===== src/rtl/bsync_pkg.sv =====
package bsync_pkg;
  localparam int DATA_W = 8;
  localparam int SYNC_W = 8;
  localparam int CRC_W  = 16;
  localparam logic [CRC_W-1:0] POLY_A = 16'h8005;
  localparam logic [CRC_W-1:0] POLY_B = 16'h1021;

  typedef enum logic [1:0] {
    FR_DATA,
    FR_CHECK,
    FR_SYNC
  } frame_e;

  function automatic logic [CRC_W-1:0] crc_bit(input logic [CRC_W-1:0] c,
                                              input logic b,
                                              input logic sel);
    logic fb;
    fb = b ^ c[CRC_W-1];
    crc_bit = {c[CRC_W-2:0], 1'b0} ^ (fb ? (sel ? POLY_B : POLY_A) : '0);
  endfunction
endpackage


===== src/rtl/bsync_txbuf.sv =====
module bsync_txbuf #(
  parameter int DW = bsync_pkg::DATA_W
) (
  input  logic          clk,
  input  logic          rst_n,
  input  logic          brk,
  input  logic          in_valid,
  input  logic [DW-1:0] in_data,
  output logic          in_ready,
  input  logic          take,
  input  logic          tie,
  output logic          full,
  output logic [DW-1:0] dout,
  output logic          irq
);
  logic pend;
  logic accept;

  assign in_ready = !full && !brk;
  assign accept   = in_valid && in_ready;
  assign irq      = tie && pend;

  always_ff @(posedge clk or negedge rst_n) begin
    if (!rst_n) begin
      full <= 1'b0;
      dout <= '0;
      pend <= 1'b0;
    end else if (brk) begin
      full <= 1'b0;
      pend <= 1'b0;
    end else begin
      if (take) begin
        full <= 1'b0;
        pend <= 1'b1;
      end else if (accept) begin
        full <= 1'b1;
        dout <= in_data;
        pend <= 1'b0;
      end
    end
  end

  assert_accept_fills_R2: assert property (@(posedge clk) disable iff (!rst_n)
    accept |=> full);
  assert_take_empties_R10: assert property (@(posedge clk) disable iff (!rst_n)
    (take && !brk) |=> (!full && pend));
  assert_brk_discard_R9: assert property (@(posedge clk) disable iff (!rst_n)
    brk |=> !full);
endmodule


===== src/rtl/bsync_crc.sv =====
module bsync_crc #(
  parameter int DW = bsync_pkg::DATA_W,
  parameter int CW = bsync_pkg::CRC_W
) (
  input  logic          clk,
  input  logic          rst_n,
  input  logic          clr,
  input  logic          upd,
  input  logic [DW-1:0] data,
  input  logic [3:0]    nbits,
  input  logic          sel,
  output logic [CW-1:0] crc
);
  logic [CW-1:0] nxt;

  always_comb begin
    nxt = crc;
    for (int i = 0; i < DW; i++) begin
      if (i < int'(nbits)) nxt = bsync_pkg::crc_bit(nxt, data[i], sel);
    end
  end

  always_ff @(posedge clk or negedge rst_n) begin
    if (!rst_n)   crc <= '0;
    else if (clr) crc <= '0;
    else if (upd) crc <= nxt;
  end

  assert_crc_clear_R6: assert property (@(posedge clk) disable iff (!rst_n)
    clr |=> (crc == '0));
endmodule


===== src/rtl/bsync_framer.sv =====
module bsync_framer #(
  parameter int DW = bsync_pkg::DATA_W,
  parameter int SW = bsync_pkg::SYNC_W,
  parameter int CW = bsync_pkg::CRC_W
) (
  input  logic          clk,
  input  logic          rst_n,
  input  logic          brk,
  input  logic          active,
  input  logic          bit_en,
  input  logic          buf_full,
  input  logic [DW-1:0] buf_data,
  input  logic [1:0]    len_sel,
  input  logic          par_en,
  input  logic          par_odd,
  input  logic [CW-1:0] crc_val,
  input  logic          crc_append,
  input  logic          sync16,
  input  logic [SW-1:0] sync_lo,
  input  logic [SW-1:0] sync_hi,
  output logic          take,
  output logic          crc_clr,
  output logic [3:0]    nbits,
  output logic          txd_q
);
  import bsync_pkg::*;

  localparam int FW0 = (2 * SW > CW) ? 2 * SW : CW;
  localparam int FW  = (DW + 1 > FW0) ? DW + 1 : FW0;
  localparam int NW  = $clog2(FW + 1);

  logic [FW-1:0] sr, frm;
  logic [NW-1:0] rem, flen;
  logic          pend;
  logic          boundary, send_chk;
  logic          par;
  frame_e        kind;
  int            n;

  assign n        = DW - 3 + int'(len_sel);
  assign nbits    = 4'(n);
  assign boundary = active && !brk && bit_en && (rem == '0);
  assign take     = boundary && buf_full;
  assign send_chk = boundary && !buf_full && pend;
  assign crc_clr  = send_chk || !active || brk;

  always_comb begin
    if (buf_full)  kind = FR_DATA;
    else if (pend) kind = FR_CHECK;
    else           kind = FR_SYNC;
  end

  always_comb begin
    frm = '0;
    flen = '0;
    par = par_odd;
    case (kind)
      FR_DATA: begin
        for (int i = 0; i < DW; i++) begin
          if (i < n) begin
            frm[i] = buf_data[i];
            par    = par ^ buf_data[i];
          end
        end
        if (par_en) frm[n] = par;
        flen = NW'(n) + NW'(par_en);
      end
      FR_CHECK: begin
        for (int i = 0; i < CW; i++) frm[i] = crc_val[CW-1-i];
        flen = NW'(CW);
      end
      default: begin
        frm[SW-1:0] = sync_lo;
        if (sync16) begin
          frm[2*SW-1:SW] = sync_hi;
          flen = NW'(2 * SW);
        end else begin
          flen = NW'(SW);
        end
      end
    endcase
  end

  always_ff @(posedge clk or negedge rst_n) begin
    if (!rst_n) begin
      sr    <= '0;
      rem   <= '0;
      txd_q <= 1'b1;
      pend  <= 1'b0;
    end else if (brk || !active) begin
      rem   <= '0;
      txd_q <= 1'b1;
      pend  <= 1'b0;
    end else if (bit_en) begin
      if (rem == '0) begin
        txd_q <= frm[0];
        sr    <= frm >> 1;
        rem   <= flen - NW'(1);
        if (take)          pend <= crc_append;
        else if (send_chk) pend <= 1'b0;
      end else begin
        txd_q <= sr[0];
        sr    <= sr >> 1;
        rem   <= rem - NW'(1);
      end
    end
  end

  assert_idle_mark_R1: assert property (@(posedge clk) disable iff (!rst_n)
    (brk || !active) |=> (txd_q && rem == '0));
  assert_hold_no_tick_R11: assert property (@(posedge clk) disable iff (!rst_n)
    (active && !brk && !bit_en) |=> $stable(txd_q));
  assert_break_clears_R9: assert property (@(posedge clk) disable iff (!rst_n)
    brk |=> !pend);

  always_comb begin
    if (rst_n) assert_rem_bound_R3: assert (int'(rem) < FW);
  end
endmodule


===== src/rtl/bsync_tx.sv =====
module bsync_tx (
  input  logic       clk,
  input  logic       rst_n,
  input  logic       tx_en,
  input  logic       cts_en,
  input  logic       brk,
  input  logic       tx_int_en,
  input  logic [1:0] len_sel,
  input  logic       par_en,
  input  logic       par_odd,
  input  logic       crc_sel,
  input  logic       crc_append,
  input  logic       sync16,
  input  logic [7:0] sync_lo,
  input  logic [7:0] sync_hi,
  input  logic       bit_en,
  input  logic       in_valid,
  input  logic [7:0] in_data,
  output logic       in_ready,
  output logic       txd,
  output logic       buf_empty,
  output logic       irq
);
  import bsync_pkg::*;

  logic              active, full, take, crc_clr, txd_q;
  logic [DATA_W-1:0] buf_data;
  logic [CRC_W-1:0]  crc_val;
  logic [3:0]        nbits;

  assign active    = tx_en && cts_en;
  assign buf_empty = !full;
  assign txd       = brk ? 1'b0 : txd_q;

  bsync_txbuf #(.DW(DATA_W)) u_buf (
    .clk(clk), .rst_n(rst_n), .brk(brk), .in_valid(in_valid), .in_data(in_data),
    .in_ready(in_ready), .take(take), .tie(tx_int_en), .full(full),
    .dout(buf_data), .irq(irq)
  );

  bsync_crc #(.DW(DATA_W), .CW(CRC_W)) u_crc (
    .clk(clk), .rst_n(rst_n), .clr(crc_clr), .upd(take), .data(buf_data),
    .nbits(nbits), .sel(crc_sel), .crc(crc_val)
  );

  bsync_framer #(.DW(DATA_W), .SW(SYNC_W), .CW(CRC_W)) u_frm (
    .clk(clk), .rst_n(rst_n), .brk(brk), .active(active), .bit_en(bit_en),
    .buf_full(full), .buf_data(buf_data), .len_sel(len_sel), .par_en(par_en),
    .par_odd(par_odd), .crc_val(crc_val), .crc_append(crc_append),
    .sync16(sync16), .sync_lo(sync_lo), .sync_hi(sync_hi), .take(take),
    .crc_clr(crc_clr), .nbits(nbits), .txd_q(txd_q)
  );

  assert_brk_low_R8: assert property (@(posedge clk) disable iff (!rst_n)
    (brk && $past(brk)) |-> !txd && !in_ready);
endmodule


===== config.mk =====
export PLATFORM = sky130hd
export DESIGN_NAME = bsync_tx
export DESIGN_NICKNAME = d
export VERILOG_FILES = /design/src/rtl/bsync_pkg.sv /design/src/rtl/bsync_txbuf.sv /design/src/rtl/bsync_crc.sv /design/src/rtl/bsync_framer.sv /design/src/rtl/bsync_tx.sv
export SDC_FILE = /design/constraint.sdc
export NUM_CORES = 1
export LEC_CHECK = 0
export ABC_AREA = 1
export CORE_UTILIZATION = 54
export CTS_CLUSTER_DIAMETER = 150
export DETAILED_ROUTE_END_ITERATION = 10
export GPL_TIMING_DRIVEN = 0
export PLACE_DENSITY = 0.77
export SLEW_MARGIN = 30
export SYNTH_ARGS = -nofsm -noshare
export SYNTH_HDL_FRONTEND = slang
export SYNTH_SLANG_ARGS = --single-unit
export TNS_END_PERCENT = 20

===== constraint.sdc =====
create_clock -name clk -period 3.5 [get_ports clk]
set_input_delay 1.05 -clock clk [delete_from_list [all_inputs] [get_ports clk]]
set_output_delay 1.05 -clock clk [all_outputs]
set_load 0.01 [all_outputs]

==> metrics.txt, run 1 <==
largest net degree at the start of global routing 47; Post-Place Setup Slack -1.111 ns; area occupied by registers 1202 sq um; WS Path Type in2reg; # clock sinks 48; Worst-path clk slew 0.10 ns; Ports 43; placed cell area 4588 sq um; mean post-synth cell area 6.995 sq um; Area Overhead vs Synth 28.66%; HP Class reg2reg; crit-path max FO 7; Yosys cell types 42; all-layer global routing usage 0.3386; fillers 610; first-iteration detailed-routing DRC count 331; Lkg Pwr 2.367 nW; CTS tree yes; initial antenna violation count 0; Detail Route Antenna Nets 0; Synthesis Warnings 0; maximum clock rate 0.2853 GHz; core area 7214 sq um; Cells after DPL 717; initial core utilization 0.5584; Clk Latency, worst-skew pair 0.31 ns; met1 Usage GRT 0.4426; synthesized-area fraction occupied by adder cells 0.02981; DP HPWL 9.733 mm; worst reg2reg startpoint u_buf.dout[0]; Cells after Synth 576; fin. max-slew vios 0; DR WL/cell 17.37 um; ANT cells 0; via/cell ratio 5.730; Pre-Repair DR Iteration Count 7; Worst Setup SP crc_sel; CP Capture Type flip-flop; die extent in y 88.38 um; Mapped Nets 624; first-pass GRT wire length 19.71 mm; skew final 0.008753 ns; gr ovfl total 0; unrepaired setup endpoints after global routing yes; slowest stage cell, crit path nand4_1; startpoint types input port; Die Wd 88.38 um; DRC Markers 0; failing checks negative setup slack; post-synthesis sequential area ratio 0.2984; hold_sp u_frm.sr[0]; simple-gate share of the synthesized area 0.2963; grt met2 use 0.5706; number of I/O port buffers 41; Compound-Gate Fraction of Synth Area 0.2034; Die ar. 7810 sq um; layer with the highest usage met2; period utilization 1.001; r2r setup slk 0.20 ns; # setup viols final 2; nets@finish 693; cts-stage hold buffer count 0; Synth Area in XOR/XNOR 0.05839; r2r worst-path depth 24; met3 usage 0.04198; CP arrival 3.71 ns; number of buffers created by CTS 5; Top cell by count, worst path nand3_2; CTS Buffer Depth 2; CP max stage delay 0.16 ns; P per Cell Area 398.9 nW/um^2; Post-Synthesis Cell Area 4029 sq um; post-synthesis mux area share 0.01025; footprint of the multi-input gates 2746 sq um; total power 2.068 mW; row count 31; WHS Endpoint u_frm.sr[0]; routed via count 4,269; Max-Cap Viols 0; largest family of logic cells by synthesized area simple AND/OR/NAND/NOR gates; GP Congestion 0.9675; status finished, violations left; Final min period 3.505 ns; Max VDD drop 0.2650 mV; vias in the first global route 3,898; Worst-Margin Slew 0.6445 ns; Clock Tree Root clkbuf_8; FF+latch count, synth 48; final worst setup slack -0.004999 ns; fin area 5184 sq um; share of layout cells above drive strength 1 0.1920; CP Data Required Time 3.71 ns; final wirelength 12.94 mm; Fin Setup TNS -0.006672 ns; worst reg2reg endpoint u_crc.crc[12]; post-route insts no fill 745; Hold Crit Depth 2; Hold Vio Cnt, Final 0; worst rel slew slack 0.5687; CTS H-tree depth 2
## cell families (layout without fill, tap and decap cells)
family | count (synthesis) | count (layout)
buffers and inverters | 104 | 174
and+or+nand+nor | 247 | 247
adders and majority gates | 9 | 9
xor gates and xnor gates | 26 | 26
AOI/OAI and AO/OA | 138 | 138
muxes | 4 | 4
DFF | 48 | 48
## Yosys cell counts (all sizes together)
cell type | number | area, sq um
dfstp | 1 | 26.28
clkbuf | 14 | 52.55
ha | 8 | 100.1
or2 | 2 | 12.51
o31ai | 2 | 15.01
o32ai | 1 | 8.760
o21ai | 69 | 345.3
a22oi | 3 | 22.52
nand4 | 8 | 50.05
nor4 | 1 | 6.260
a221o | 1 | 10.01
o22ai | 9 | 56.30
xor2 | 21 | 191.4
o311ai | 1 | 8.760
nand3 | 54 | 392.9
nand2 | 149 | 606.8
nor3 | 1 | 5.000
a31oi | 6 | 37.54
nor2 | 32 | 120.1
o211ai | 10 | 75.07
dfrtp | 47 | 1176
mux2i | 3 | 30.03
inv | 81 | 309.0
a221oi | 4 | 35.03
mux2 | 1 | 11.26
xnor2 | 5 | 43.79
buf | 6 | 43.79
o2111ai | 7 | 61.31
clkinv | 3 | 11.26
a21oi | 20 | 100.1
fa | 1 | 20.02
o221ai | 5 | 43.79
## worst max-delay path by stage
stage,endpoint,slack (ns),cells past startpoint
2_1_floorplan,u_crc.crc[12],0.04,29
3_3_place_gp,u_crc.crc[8],-1.12,12
3_5_place_dp,u_crc.crc[4],-1.11,12
4_1_cts,u_crc.crc[15],-0.09,30
5_1_grt,u_crc.crc[15],-0.15,29
6_report,u_crc.crc[12],-0.005,27
## final cells by class
class                      instances  area share
multi-input combinational        424      0.5298
clock buffer                       7     0.01472
clock inverter                     1    0.001690
tap                               99     0.02390
sequential                        48      0.2320
inverter                          84     0.06517
timing repair buffer              62      0.1118
buffer                            20     0.02100
## state kept, by name, summed over array words and instances (netlist names)
| signal | count |
|---|---|
| u_buf.dout | 8 |
| u_buf.pend | 1 |
| u_frm.rem | 5 |
| u_buf.full | 1 |
| u_frm.sr | 15 |
| u_crc.crc | 16 |
| u_frm.txd_q | 1 |
| u_frm.pend | 1 |
## layout by cell type (no fill, tap or decap), types with 8 or more instances in the layout
| master | instances |
|---|---|
| a21oi_1 | 20 |
| nand2_4 | 9 |
| nand4_1 | 8 |
| nand3_2 | 18 |
| nand2_1 | 121 |
| o21ai_0 | 61 |
| clkbuf_1 | 13 |
| o22ai_1 | 9 |
| dfrtp_1 | 47 |
| inv_1 | 74 |
| clkdlybuf4s50_1 | 38 |
| nand3_1 | 19 |
| buf_4 | 22 |
| nor2_1 | 28 |
| xor2_1 | 20 |
| o211ai_1 | 10 |
| nand3_4 | 17 |
| nand2_2 | 17 |
## power breakdown
group,leakage (nW),internal [mW],switching [mW]
sequential,0.623,0.622,0.0609
combinational,1.70,0.395,0.651
clock,0.0424,0.143,0.196
total,2.37,1.16,0.908
## through the flow
| stage | utilization | hold WS, ns |
|---|---|---|
| 2_1_floorplan | - | 0.4443 |
| 3_3_place_gp | 0.6325 | 0.4610 |
| 3_5_place_dp | 0.6360 | 0.4710 |
| 4_1_cts | 0.6604 | 0.4937 |
| 5_1_grt | 0.7185 | 0.5057 |
| 6_report | 0.7185 | 0.4875 |
## critical path: cells and delay by family
family,cells,cell delay (ns)
and+or+nand+nor,25,2.45
buffers and inverters,2,0.18
## timing repair
action | 4_1_cts | 5_1_grt
resized for setup | 26 | 68
buffers inserted | 2 | 18
cloned | 0 | 0
endpoints found under the setup margin | 26 | 24
pin swaps | 2 | 22
## layer usage
layer | wire length (um) | part of all wire
met1 | 5552 | 0.43
met2 | 6244 | 0.48
met3 | 692 | 0.053
met4 | 447 | 0.035
met5 | 0 | 0
No activity file was read; power rests on OpenSTA's default activity.
==> run 2, diff against run 1 <==
Settings changed: MAX_ROUTING_LAYER set to met4.
==> metrics.txt, run 2 (same netlist as run 1, synthesis figures left out) <==
die extent in y 88.38 um (unchanged); Clk Latency, worst-skew pair 0.31 ns (about the same); skew final 0.006973 ns (-0.001779 ns); Hold Crit Depth 2 (unchanged); number of I/O port buffers 41 (unchanged); WS Path Type in2reg; footprint of the multi-input gates 2679 sq um (-2.5%); WHS Endpoint u_frm.sr[7]; wire length on met1 5.750 mm (+3.6%); HP Class reg2reg; Die ar. 7810 sq um (unchanged); all-layer global routing usage 0.3549 (+0.01627); number of buffers created by CTS 5 (unchanged); Clock Tree Root clkbuf_8; slowest stage cell, crit path xor2_1; r2r setup slk 0.06 ns (-0.14 ns); cts-stage hold buffer count 0 (unchanged); CTS Buffer Depth 2 (unchanged); CTS H-tree depth 2 (unchanged); failing checks design-rule violations, negative setup slack; CTS tree yes; share of layout cells above drive strength 1 0.1947 (+0.002795); final wirelength 13.65 mm (+5.5%); Detail Route Antenna Nets 0 (unchanged); Worst-Margin Slew 0.6381 ns (-0.006455 ns); initial antenna violation count 0 (unchanged); startpoint types input port; met3 WL 846 um (+22%); Max-Cap Viols 0 (unchanged); nets@finish 694 (+0.14%); hold_sp u_frm.sr[7]; unrepaired setup endpoints after global routing yes; Top cell by count, worst path nand3_2; period utilization 1.059 (+0.05735); Lkg Pwr 2.375 nW (+0.35%); crit-path max FO 7 (unchanged); Max VDD drop 0.2183 mV (-18%); r2r worst-path depth 26 (+8.3%); via/cell ratio 5.941 (+3.7%); fillers 605 (-0.82%); largest net degree at the start of global routing 45 (-4.3%); # clock sinks 48 (unchanged); Die Wd 88.38 um (unchanged); CP Capture Type flip-flop; Post-Place Setup Slack -1.145 ns (-0.03340 ns); worst rel slew slack 0.5730 (+0.004319); GP Congestion 0.9927 (+2.6%); row count 31 (unchanged); CP max stage delay 0.38 ns (+0.22 ns); worst reg2reg startpoint u_crc.crc[15]; area occupied by registers 1202 sq um (unchanged); CP Data Required Time 3.71 ns (about the same); Fin Setup TNS -1.141 ns (-1.134 ns); initial core utilization 0.5584 (unchanged); DRC Markers 2 (+2); most frequent cells in the layout nand2_1 (122), inv_1 (74), o21ai_0 (62); CP arrival 3.92 ns (+0.21 ns); Ports 43 (unchanged); Largest Register u_crc.crc; DP HPWL 9.929 mm (+2.0%); delay-heaviest family, CP simple AND/OR/NAND/NOR gates; commonest non-fill, non-tap cell in the layout nand2_1; Crit path depth 25 (-7.4%); vias in the first global route 3,967 (+1.8%); core area 7214 sq um (unchanged); post-route insts no fill 746 (+0.13%); maximum clock rate 0.2699 GHz (-5.4%); metal2 WL 6.652 mm (+6.5%); routed via count 4,432 (+3.8%); Area Overhead vs Synth 28.11%; status finished, violations left; gr ovfl total 0 (unchanged); Cells after DPL 717 (unchanged); DR WL/cell 18.30 um (+5.4%); uppermost routed layer met4; first-pass GRT wire length 20.06 mm (+1.8%); first-iteration detailed-routing DRC count 353 (+6.6%); P per Cell Area 425.8 nW/um^2 (+6.7%); max FFs per register 16 (unchanged); Hold Vio Cnt, Final 0 (unchanged); Worst-path clk slew 0.10 ns (about the same); CP Buf/Inv Count 3 (+1); Pre-Repair DR Iteration Count 8 (+1); Final min period 3.706 ns (+0.2007 ns); final worst setup slack -0.2057 ns (-0.2007 ns); Top Registers u_crc.crc: 16 flops, u_frm.sr: 15 flops, u_buf.dout: 8 flops; worst reg2reg endpoint u_crc.crc[15]; # setup viols final 10 (+8); ANT cells 0 (unchanged); fin. max-slew vios 0 (unchanged)
-- run 2: timing repair --
| action | 4_1_cts | 5_1_grt |
|---|---|---|
| gates resized for setup | 38 | 45 |
| buffers inserted | 5 | 16 |
| endpoints found under the setup margin | 26 | 22 |
| pin swaps | 7 | 21 |
-- run 2: how the worst max path moves through the flow --
| stage | from | end | slack [ns] |
|---|---|---|---|
| after global placement | brk | u_crc.crc[3] | -1.15 |
| after floorplan | crc_sel | u_crc.crc[12] | 0.04 |
| after detailed placement | brk | u_crc.crc[7] | -1.14 |
| after CTS | crc_sel | u_crc.crc[15] | -0.002 |
| final | crc_sel | u_crc.crc[15] | -0.21 |
| after global routing | crc_sel | u_crc.crc[15] | -0.28 |
-- run 2: metal layers --
layer / global-route usage / vias up
li1: - / 2076
met1: 0.4514 / 2118
met2: 0.5909 / 208
met3: 0.03545 / 30
met4: 0.1188 / 0
met5: - / -
-- run 2: cell type report --
cell class / instances / share of cell area
inverters: 84 / 0.06545
multi-input cells: 424 / 0.5190
repair buffers: 63 / 0.1137
clock buffers: 6 / 0.01600
flip-flops and latches: 48 / 0.2330
plain buffers: 20 / 0.02133
well taps: 99 / 0.02400
clock inverters: 2 / 0.007515
-- run 2: power by group --
group | switching, mW | internal (mW)
Combinational | 0.674 | 0.402
Clock | 0.205 | 0.234
Sequential | 0.0601 | 0.622
Total | 0.940 | 1.26
-- run 2: worst min-delay path, stage by stage (launching register included) --
cell     delay [ns]
dfrtp_1        0.35
nand2_1        0.05
nand2_1        0.06
-- run 2: per-stage QoR --
stage | hold slack (ns) | instance area [sq um] | power (mW) | utilization
2_1_floorplan | 0.4443 | 4029 | 1.289 | -
3_3_place_gp | 0.4612 | 4563 | 1.514 | 0.6325
3_5_place_dp | 0.4711 | 4588 | 1.539 | 0.6360
4_1_cts | 0.4928 | 4865 | 2.044 | 0.6743
5_1_grt | 0.5234 | 5161 | 2.325 | 0.7154
6_report | 0.4907 | 5161 | 2.198 | 0.7154
==> run 3, diff against run 2 <==
Settings changed: CTS_BUF_LIST set to sky130_fd_sc_hd__clkbuf_2.
==> metrics.txt, run 3 (same netlist as run 1, synthesis figures left out) <==
period utilization 1.005 (-0.05421); P per Cell Area 408.7 nW/um^2 (-4.0%); Final min period 3.516 ns (-0.1897 ns); failing checks negative setup slack; Detail Route Antenna Nets 0 (unchanged); status finished, violations left; Max VDD drop 0.1956 mV (-10%); nets@finish 691 (-0.43%); DR WL/cell 18.00 um (-1.6%); Clock Tree Root clkbuf_2; max FFs per register 16 (unchanged); first-iteration detailed-routing DRC count 341 (-3.4%); cts-stage hold buffer count 0 (unchanged); startpoint types input port; CTS tree yes; GP Congestion 0.9927 (unchanged); CP Buf/Inv Count 2 (-1); via/cell ratio 5.891 (-0.84%); placed cell area 4588 sq um (unchanged); CP Data Required Time 3.88 ns (+0.17 ns); row count 31 (unchanged); maximum clock rate 0.2844 GHz (+5.4%); final wirelength 13.37 mm (-2.0%); Max-Cap Viols 0 (unchanged); Die ar. 7810 sq um (unchanged); total power 2.047 mW (-6.9%); number of I/O port buffers 41 (unchanged); Util after Layout 0.6941 (-0.02133); CTS H-tree depth 2 (unchanged); delay-heaviest family, CP simple AND/OR/NAND/NOR gates; area occupied by registers 1204 sq um (+0.10%); DP HPWL 9.929 mm (unchanged); most frequent cells in the layout nand2_1 (129), inv_1 (74), o21ai_0 (67); routed via count 4,377 (-1.2%); all-layer global routing usage 0.3541 (-0.0008158); share of layout cells above drive strength 1 0.1708 (-0.02394); die extent in y 88.38 um (unchanged); # clock sinks 48 (unchanged); WS Path Type in2reg; Pre-Repair DR Iteration Count 6 (-2); worst rel slew slack 0.5766 (+0.003521); skew final 0.03652 ns (+0.02955 ns); CP max stage delay 0.16 ns (-0.22 ns); Largest Register u_crc.crc; CTS Buffer Depth 2 (unchanged); commonest non-fill, non-tap cell in the layout nand2_1; Worst-path clk slew 0.30 ns (+0.20 ns); post-route insts no fill 743 (-0.40%); final worst setup slack -0.01600 ns (+0.1897 ns); Lkg Pwr 2.343 nW (-1.3%); fin. max-slew vios 0 (unchanged); core area 7214 sq um (unchanged); largest net degree at the start of global routing 45 (unchanged); gr ovfl total 0 (unchanged); ANT cells 0 (unchanged); first-pass GRT wire length 20.07 mm (about the same); CP arrival 3.89 ns (-0.03 ns); fin area 5007 sq um (-3.0%); Fin Setup TNS -0.03010 ns (+1.111 ns); Cells after DPL 717 (unchanged); DRC Markers 0 (-2); crit-path max FO 10 (+3); Clk Latency, worst-skew pair 0.46 ns (+0.15 ns); Top Registers u_crc.crc: 16 flops, u_frm.sr: 15 flops, u_buf.dout: 8 flops; initial core utilization 0.5584 (unchanged); vias in the first global route 3,939 (-0.71%); number of buffers created by CTS 5 (unchanged); Worst-Margin Slew 0.6328 ns (-0.005261 ns); Die Wd 88.38 um (unchanged); slowest stage cell, crit path nand3_1; fillers 638 (+5.5%); HP Class in2async; Hold Vio Cnt, Final 0 (unchanged); Ports 43 (unchanged); Top cell by count, worst path nand3_2; initial antenna violation count 0 (unchanged); footprint of the multi-input gates 2595 sq um (-3.1%); CP Capture Type flip-flop; Area Overhead vs Synth 24.29%; # setup viols final 3 (-7)
==> run 3: cell types whose count changed in the layout (fill, tap and decap cells not counted), sizes merged <==
cell          before  now
buf               29   26
clkbuf            21   19
dlymetal6s2s       0    1
inv               79   80
==> run 3: timing repair <==
action / in CTS / in global routing
gates resized for setup: 17 / 43
pin swaps: 1 / 17
buffers inserted: 3 / 15
setup endpoints to repair: 25 / 23
==> run 3: final cells by class <==
class,instances,area share
timing repair buffer,60,0.1142
buffer,20,0.02199
clock inverter,3,0.008496
tap,99,0.02474
multi-input combinational,424,0.5182
clock buffer,5,0.004998
sequential,48,0.2404
inverter,84,0.06697
==> run 3: path summary, 6_finish.rpt <==
path                                      end           from  depth (start not counted)  slack, ns
worst min-delay path            u_buf.dout[4]          rst_n                          1       0.35
min in group clk                  u_frm.sr[7]    u_frm.sr[7]                          2       0.52
worst max register to register   u_crc.crc[2]  u_buf.dout[1]                         30       0.05
worst min register to register    u_frm.sr[7]    u_frm.sr[7]                          2       0.52
max in group asynchronous         u_frm.txd_q          rst_n                          2       2.60
worst max-delay path             u_crc.crc[2]        crc_sel                         30      -0.02
==> run 3: layer usage <==
metal	wire, um	share of wire	GRT usage	vias up
met5	0	0	-	-
li1	-	-	-	2059
met2	6420	0.48	0.5811	186
met1	5603	0.42	0.4514	2088
met4	547	0.041	0.1246	0
met3	800	0.060	0.04104	44
==> run 3: power by group <==
| part | leakage (nW) | internal (mW) | switching [mW] | total [mW] |
|---|---|---|---|---|
| clock | 0.0406 | 0.120 | 0.202 | 0.322 |
| sequential | 0.623 | 0.623 | 0.0595 | 0.682 |
| combinational | 1.68 | 0.401 | 0.641 | 1.04 |
| total | 2.34 | 1.14 | 0.903 | 2.05 |
==> run 3: stage by stage <==
stage / setup WS [ns] / hold slack [ns]
2_1_floorplan: 0.04238 / 0.4443
4_1_cts: 0.02153 / 0.3446
5_1_grt: -0.2049 / 0.3291
3_5_place_dp: -1.145 / 0.4711
6_report: -0.01600 / 0.3485
3_3_place_gp: -1.146 / 0.4612
